### src/rtl/spi_slv_pkg.sv
package spi_slv_pkg;

   // classification of one detected serial clock transition
   typedef enum logic [1:0] {
      EDGE_NONE  = 2'd0,
      EDGE_LATCH = 2'd1,
      EDGE_SHIFT = 2'd2
   } edge_kind_e;

   // edge number parity vs. phase: leading edges are odd-numbered
   function automatic edge_kind_e classify_edge(input logic leading, input logic phase);
      return (leading ^ phase) ? EDGE_LATCH : EDGE_SHIFT;
   endfunction

endpackage

### src/rtl/spi_slv_sync.sv
module spi_slv_sync #(
   parameter int          WIDTH   = 1,
   parameter int          STAGES  = 2,
   parameter logic [WIDTH-1:0] RST_VAL = '0
) (
   input  logic             clk,
   input  logic             rst_n,
   input  logic [WIDTH-1:0] d_async,
   output logic [WIDTH-1:0] q_sync
);

   initial begin
      if (STAGES < 2) $error("spi_slv_sync: STAGES must be at least 2");
      if (WIDTH < 1)  $error("spi_slv_sync: WIDTH must be at least 1");
   end

   genvar b;
   generate
      for (b = 0; b < WIDTH; b++) begin : g_bit
         logic [STAGES-1:0] chain;
         always_ff @(posedge clk or negedge rst_n) begin
            if (!rst_n) chain <= {STAGES{RST_VAL[b]}};
            else        chain <= {chain[STAGES-2:0], d_async[b]};
         end
         assign q_sync[b] = chain[STAGES-1];
      end
   endgenerate

endmodule

### src/rtl/spi_slv_edge.sv
module spi_slv_edge
   import spi_slv_pkg::*;
(
   input  logic       clk,
   input  logic       rst_n,
   input  logic       sck_s,
   input  logic       cpol,
   input  logic       cpha,
   output edge_kind_e kind
);

   logic sck_prev;
   logic toggled;
   logic leading;

   always_ff @(posedge clk or negedge rst_n) begin
      if (!rst_n) sck_prev <= 1'b0;
      else        sck_prev <= sck_s;
   end

   assign toggled = sck_s ^ sck_prev;
   // a leading edge moves the clock away from its idle level
   assign leading = sck_s ^ cpol;

   always_comb begin
      kind = EDGE_NONE;
      if (toggled) kind = classify_edge(leading, cpha);
   end

endmodule

### src/rtl/spi_slv_datapath.sv
module spi_slv_datapath
   import spi_slv_pkg::*;
#(
   parameter int DATA_W = 8
) (
   input  logic              clk,
   input  logic              rst_n,
   input  logic              cpha,
   input  logic              mosi_s,
   input  logic              ss_s,
   input  edge_kind_e        kind,
   input  logic [DATA_W-1:0] tx_data,
   output logic              miso,
   output logic              miso_oe,
   output logic [DATA_W-1:0] rx_data,
   output logic              rx_valid
);

   localparam int EDGES  = 2 * DATA_W;
   localparam int CNT_W  = $clog2(EDGES + 1);
   localparam logic [CNT_W-1:0] LAST_EDGE = CNT_W'(EDGES - 1);

   logic              ss_prev;
   logic              ss_fall;
   logic              ss_rise;
   logic              busy;
   logic              sample_q;
   logic [CNT_W-1:0]  edge_cnt;
   logic [DATA_W-1:0] tx_sh;
   logic [DATA_W-1:0] tx_hold;
   logic [DATA_W-2:0] rx_sh;
   logic              final_bit;

   assign ss_fall   = ss_prev & ~ss_s;
   assign ss_rise   = ~ss_prev & ss_s;
   // phase 1 ends on a latching edge, so the last bit bypasses the sample flop
   assign final_bit = cpha ? mosi_s : sample_q;

   always_ff @(posedge clk or negedge rst_n) begin
      if (!rst_n) begin
         ss_prev  <= 1'b1;
         busy     <= 1'b0;
         miso_oe  <= 1'b0;
         sample_q <= 1'b0;
         edge_cnt <= '0;
         tx_sh    <= '0;
         tx_hold  <= '0;
         rx_sh    <= '0;
         rx_data  <= '0;
         rx_valid <= 1'b0;
      end else begin
         ss_prev  <= ss_s;
         rx_valid <= 1'b0;
         if (ss_fall) begin
            busy     <= 1'b1;
            miso_oe  <= 1'b1;
            edge_cnt <= '0;
            tx_hold  <= tx_data;
            tx_sh    <= cpha ? '0 : tx_data;
            rx_sh    <= '0;
         end else if (ss_rise) begin
            busy    <= 1'b0;
            miso_oe <= 1'b0;
         end else if (busy && kind != EDGE_NONE) begin
            edge_cnt <= edge_cnt + 1'b1;
            if (edge_cnt == LAST_EDGE) begin
               busy     <= 1'b0;
               rx_data  <= {rx_sh, final_bit};
               rx_valid <= 1'b1;
            end else if (kind == EDGE_LATCH) begin
               sample_q <= mosi_s;
            end else if (cpha && edge_cnt == '0) begin
               tx_sh <= tx_hold;
            end else begin
               tx_sh <= {tx_sh[DATA_W-2:0], 1'b0};
               rx_sh <= {rx_sh[DATA_W-3:0], sample_q};
            end
         end
      end
   end

   assign miso = miso_oe & tx_sh[DATA_W-1];

endmodule

### src/rtl/spi_slv_core.sv
module spi_slv_core
   import spi_slv_pkg::*;
#(
   parameter int DATA_W      = 8,
   parameter int SYNC_STAGES = 2
) (
   input  logic              clk,
   input  logic              rst_n,
   input  logic              cpol,
   input  logic              cpha,
   input  logic              sck,
   input  logic              mosi,
   input  logic              ss_n,
   input  logic [DATA_W-1:0] tx_data,
   output logic              miso,
   output logic              miso_oe,
   output logic [DATA_W-1:0] rx_data,
   output logic              rx_valid
);

   localparam int PINS = 3;

   initial begin
      if (DATA_W < 3)      $error("spi_slv_core: DATA_W must be at least 3");
      if (SYNC_STAGES < 2) $error("spi_slv_core: SYNC_STAGES must be at least 2");
   end

   logic [PINS-1:0] pins_s;
   logic            sck_s;
   logic            mosi_s;
   logic            ss_s;
   edge_kind_e      kind;

   spi_slv_sync #(
      .WIDTH   (PINS),
      .STAGES  (SYNC_STAGES),
      .RST_VAL (3'b100)
   ) i_sync (
      .clk     (clk),
      .rst_n   (rst_n),
      .d_async ({ss_n, mosi, sck}),
      .q_sync  (pins_s)
   );

   assign sck_s  = pins_s[0];
   assign mosi_s = pins_s[1];
   assign ss_s   = pins_s[2];

   spi_slv_edge i_edge (
      .clk   (clk),
      .rst_n (rst_n),
      .sck_s (sck_s),
      .cpol  (cpol),
      .cpha  (cpha),
      .kind  (kind)
   );

   spi_slv_datapath #(
      .DATA_W (DATA_W)
   ) i_dp (
      .clk      (clk),
      .rst_n    (rst_n),
      .cpha     (cpha),
      .mosi_s   (mosi_s),
      .ss_s     (ss_s),
      .kind     (kind),
      .tx_data  (tx_data),
      .miso     (miso),
      .miso_oe  (miso_oe),
      .rx_data  (rx_data),
      .rx_valid (rx_valid)
   );

endmodule

### config.mk
export PLATFORM = sky130hd
export DESIGN_NAME = spi_slv_core
export DESIGN_NICKNAME = d
export VERILOG_FILES = /design/src/rtl/spi_slv_pkg.sv /design/src/rtl/spi_slv_sync.sv /design/src/rtl/spi_slv_edge.sv /design/src/rtl/spi_slv_datapath.sv /design/src/rtl/spi_slv_core.sv
export SDC_FILE = /design/constraint.sdc
export NUM_CORES = 1
export LEC_CHECK = 0
export ABC_AREA = 1
export BUFFER_PORTS_ARGS = -buffer_cell sky130_fd_sc_hd__buf_2
export CAP_MARGIN = 20
export CORE_UTILIZATION = 50
export DETAILED_ROUTE_END_ITERATION = 10
export GPL_ROUTABILITY_DRIVEN = 1
export PLACE_DENSITY_LB_ADDON = 0.12
export SLEW_MARGIN = 0
export SYNTH_ARGS = -nofsm -noshare
export SYNTH_HDL_FRONTEND = slang
export SYNTH_SLANG_ARGS = --single-unit
export TNS_END_PERCENT = 100
### constraint.sdc
create_clock -name clk -period 1.7 [get_ports clk]
set_input_delay 0 -clock clk [delete_from_list [all_inputs] [get_ports clk]]
set_output_delay 0 -clock clk [all_outputs]
set_load 0.02 [all_outputs]
==> impl_table.tex <==
\begin{tabular}{lr}
\hline
Metric & Value \\
\hline
\multicolumn{2}{l}{\textbf{Outcome}} \\
\quad Status & completed \\
\multicolumn{2}{l}{\textbf{Route}} \\
\quad Detailed-route wire length & 4381 um \\
\quad Number of design rule violations left after detail routing & 0 \\
\quad Average via count per standard cell & 4.820 \\
\quad Initial drt markers & around 80 \\
\quad Total via count in the routed design & between 1500 and 2000 \\
\quad Number of iterations in the first detailed-routing pass & 4 \\
\quad Average wire length per cell after detail routing & 11.97 um \\
\quad Number of nets still failing antenna checks after routing & 0 \\
\multicolumn{2}{l}{\textbf{Critical path}} \\
\quad Critical Path Fanout Max & 8 \\
\quad Arrival time reported for the critical path endpoint & 1790 ps \\
\quad Reg2reg start & i\_dp.edge\_cnt[0]\$\_DFFE\_PN0P\_ \\
\quad Timing endpoint of the critical path & i\_dp.tx\_sh[1]\$\_DFFE\_PN0P\_ \\
\quad Endpoint type of the worst setup path & register \\
\quad FF-to-FF End & i\_dp.tx\_sh[1]\$\_DFFE\_PN0P\_ \\
\quad Number of cell instances on the worst register-to-register path & 10 \\
\quad Start-to-end type of the worst setup path & reg -> reg \\
\quad Worst setup path startpoint & i\_dp.edge\_cnt[0]\$\_DFFE\_PN0P\_ \\
\quad Slack of the worst reg-to-reg path & 100 ps \\
\quad Launching element type of the critical path & register \\
\quad Crit path required time & 1890 ps \\
\multicolumn{2}{l}{\textbf{Floorplanning}} \\
\quad Ports placed on the boundary & 26 \\
\quad Die span in x & about 70 um \\
\quad Die Height & 69.73 um \\
\quad Floorplan Core Area & 4384 um\^{}2 \\
\quad Initial standard-cell utilization of the core & 0.5231 \\
\quad Full die area & about 4900 um\^{}2 \\
\quad Number of cell rows & 24 \\
\multicolumn{2}{l}{\textbf{Power and ir drop}} \\
\quad Static leakage power & 1.510 nW \\
\quad Peak supply drop & 0.7680 mV \\
\quad Sum of internal, switching and leakage power & 3.019 mW \\
\quad Power density over cell area & $\sim$1100 nW/um\^{}2 \\
\multicolumn{2}{l}{\textbf{Global routing}} \\
\quad Overall overflow remaining after global route & 0 \\
\quad Total Routing Usage GR & 0.2091 \\
\quad Met2 Usage GRT & 0.3484 \\
\quad Antenna violations before repair & 0 \\
\quad Number of global-route vias before repair & 1776 \\
\quad GRT met3 Usage & 0.04360 \\
\quad First-pass GRT wire length & 8024 um \\
\quad Largest net degree at the start of global routing & 49 \\
\quad Most used routing layer & met2 \\
\quad GR Layer Usage met1 & 0.2769 \\
\multicolumn{2}{l}{\textbf{Synthesis}} \\
\quad Area share of the leading cell type in the synthesized netlist & 0.4910 \\
\quad Mean Syn Cell Area & $\sim$8.6 um\^{}2 \\
\quad Main synth FF type & dfrtp\_1 \\
\quad Post-synthesis cell area & 2293 um\^{}2 \\
\quad Cell accounting for the most synthesized area & dfrtp\_1 \\
\quad Area contributors post-synth & dfrtp\_1, nand2\_1, inv\_1, dfstp\_2, ha\_1 \\
\quad Cell count after synthesis & 266 \\
\quad Distinct cells, synth & 27 \\
\quad Synthesis warning total & 0 \\
\quad Number of enable flip-flop cells after synthesis & 0 \\
\quad Number of register bits inferred by synthesis & 48 \\
\quad Net count after synthesis & between 200 and 300 \\
\quad Post-synth ARST share & 1.000 \\
\quad Sequential fraction of the synthesis area & 0.5254 \\
\multicolumn{2}{l}{\textbf{Clocking}} \\
\quad Clk Tree Root Cell & clkbuf\_8 \\
\quad Number of buffers created by CTS & 5 \\
\quad TritonCTS clock tree & done \\
\quad Clock Path Buffers & 2 \\
\quad Clock network latency to the later pin of the worst-skew pair & 300 ps \\
\quad Total clock sinks & 48 \\
\quad Clock edge transition at the registers on the reported setup and hold paths & 80 ps \\
\quad H-tree levels & 2 \\
\multicolumn{2}{l}{\textbf{STA}} \\
\quad Count of final max-slew check failures & 0 \\
\quad Achievable Freq & 0.6240 GHz \\
\quad Tcrit/Tclk final & 0.9427 \\
\quad Rel. slew slack & 0.5997 \\
\quad Final worst setup slack & 97.47 ps \\
\quad Number of endpoints failing setup at the final stage & 0 \\
\quad Total negative slack for setup checks & 0 ps \\
\quad Time the worst path needs with I/O delays and setup & 1603 ps \\
\quad Clock Skew & a little over 6 ps \\
\quad Endpoints failing hold & 0 \\
\quad Slew of the pin with the lowest slew margin & 600.5 ps \\
\multicolumn{2}{l}{\textbf{Finish}} \\
\quad Net count, final & 334 \\
\quad Count of non-filler cells in the finished layout & 366 \\
\quad Final Core Density & 0.6318 \\
\quad Area growth syn-to-layout & 20.79\% \\
\quad Diode count & 0 \\
\quad Fraction of layout cells with a size suffix above 1 & 0.2261 \\
\multicolumn{2}{l}{\textbf{Placed design}} \\
\quad HPWL after detailed placement & 2902 um \\
\quad Number of placed instances, taps included & $\sim$340 \\
\quad Post-Place Setup Slack & 12.70 ps \\
\quad Routability cong. & 0.7743 \\
\quad IO buf count & 25 \\
\multicolumn{2}{l}{\textbf{Hold path}} \\
\quad Min-Delay Startpoint & cpha \\
\quad Class of the worst hold path & in -> reg \\
\quad Number of cells on the worst hold path & 4 \\
\multicolumn{2}{l}{\textbf{Job}} \\
\quad Max-cap violations & 0 \\
\hline
\end{tabular}
## power breakdown
part | total (mW) | switching [mW] | internal [mW]
Combinational | 0.743 | 0.445 | 0.298
Clock | 0.804 | 0.368 | 0.437
Sequential | 1.47 | 0.131 | 1.34
## cells in the mapped netlist (2+ instances only)
master	number
buf_2	4
buf_6	2
clkbuf_1	2
dfrtp_1	45
dfstp_2	3
ha_1	6
inv_1	22
inv_2	5
nand2_1	114
nand2_2	3
nand3_1	4
nand3_2	4
nand4_1	10
nor2_1	13
nor2_8	3
o21ai_0	7
o22ai_1	9
## layer usage
layer  share of wire  up-vias
met1            0.49      806
met4           0.014        0
met5               0        -
met3           0.024        6
met2            0.47       22
li1                -      930
## stage by stage
stage	area, um^2	hold WS, ps
after floorplan	2293	-295.6
after global placement	2501	108.4
after detailed placement	2501	106.9
after CTS	2735	151.0
after global routing	2770	212.3
final	2770	138.8
## placed cells by master, fill, tap and decap left out, types with 3 or more instances in the layout
master / count
nand2_1: 114
dfrtp_1: 45
buf_2: 25
inv_1: 21
dlygate4sd3_1: 12
nor2_1: 11
nand4_1: 10
buf_4: 10
o22ai_1: 9
o21ai_0: 7
clkbuf_8: 5
nand3_2: 4
nand3_1: 4
ha_1: 4
inv_4: 3
inv_2: 3
nand2_2: 3
nor2_8: 3
dfstp_2: 3
## registers in the layout, summed over array words and instances, names as in the netlist
name / cells
i_dp.edge_cnt: 5
i_dp.busy: 1
i_dp.rx_valid: 1
i_dp.tx_sh: 8
i_edge.sck_prev: 1
i_dp.rx_data: 8
i_dp.sample_q: 1
i_dp.rx_sh: 7
i_dp.tx_hold: 8
i_dp.ss_prev: 1
i_dp.miso_oe: 1
i_sync.g_bit.chain: 6
## worst max-delay path, cell delays in order, from the launching register on
cell and delay [ps]:
dfrtp_1 400, ha_2 200, nand2_1 70, nor2_1 40, ha_2 190, inv_4 80, nand3_4 110, nor2_8 210
nor2_8 60, nand2_1 60, nand2_1 50
## cells by family after synthesis
logic type,Yosys count,share of synthesized area
AOI/OAI and AO/OA,20,0.05619
xor gates and xnor gates,1,0.003820
adders and majority gates,6,0.03273
buffers and inverters,35,0.06601
DFF,48,0.5254
and+or+nand+nor,156,0.3159
## layout make-up
type | count | area, um^2
flip-flops and latches | 48 | 1205
multi-input cells | 184 | 963.4
well taps | 52 | 65.06
fillers | 378 | 1614
clock inverters | 2 | 35.03
repair buffers | 47 | 320.3
clock buffers | 6 | 72.57
inverters | 27 | 108.9
## worst min path at each step
stage | end | slack (ps)
final | i_dp.rx_data[0]$_DFFE_PN0P_ | 140
after global placement | i_sync.g_bit[2].chain[0]$_DFF_PN1_ | 110
after floorplan | i_dp.busy$_DFFE_PN0P_ | -300
after detailed placement | i_sync.g_bit[2].chain[0]$_DFF_PN1_ | 110
after CTS | i_dp.rx_data[0]$_DFFE_PN0P_ | 150
after global routing | i_dp.rx_data[0]$_DFFE_PN0P_ | 210
## what timing repair did
item / CTS / global route
endpoints found under the hold margin: 56 / 0
hold buffers: 12 / 0
endpoints found under the setup margin: 3 / 23
pin swaps: 1 / 3
buffers inserted: 0 / 1
cloned: 1 / 0
resized for setup: 1 / 10
No activity file was read; power rests on OpenSTA's default activity.
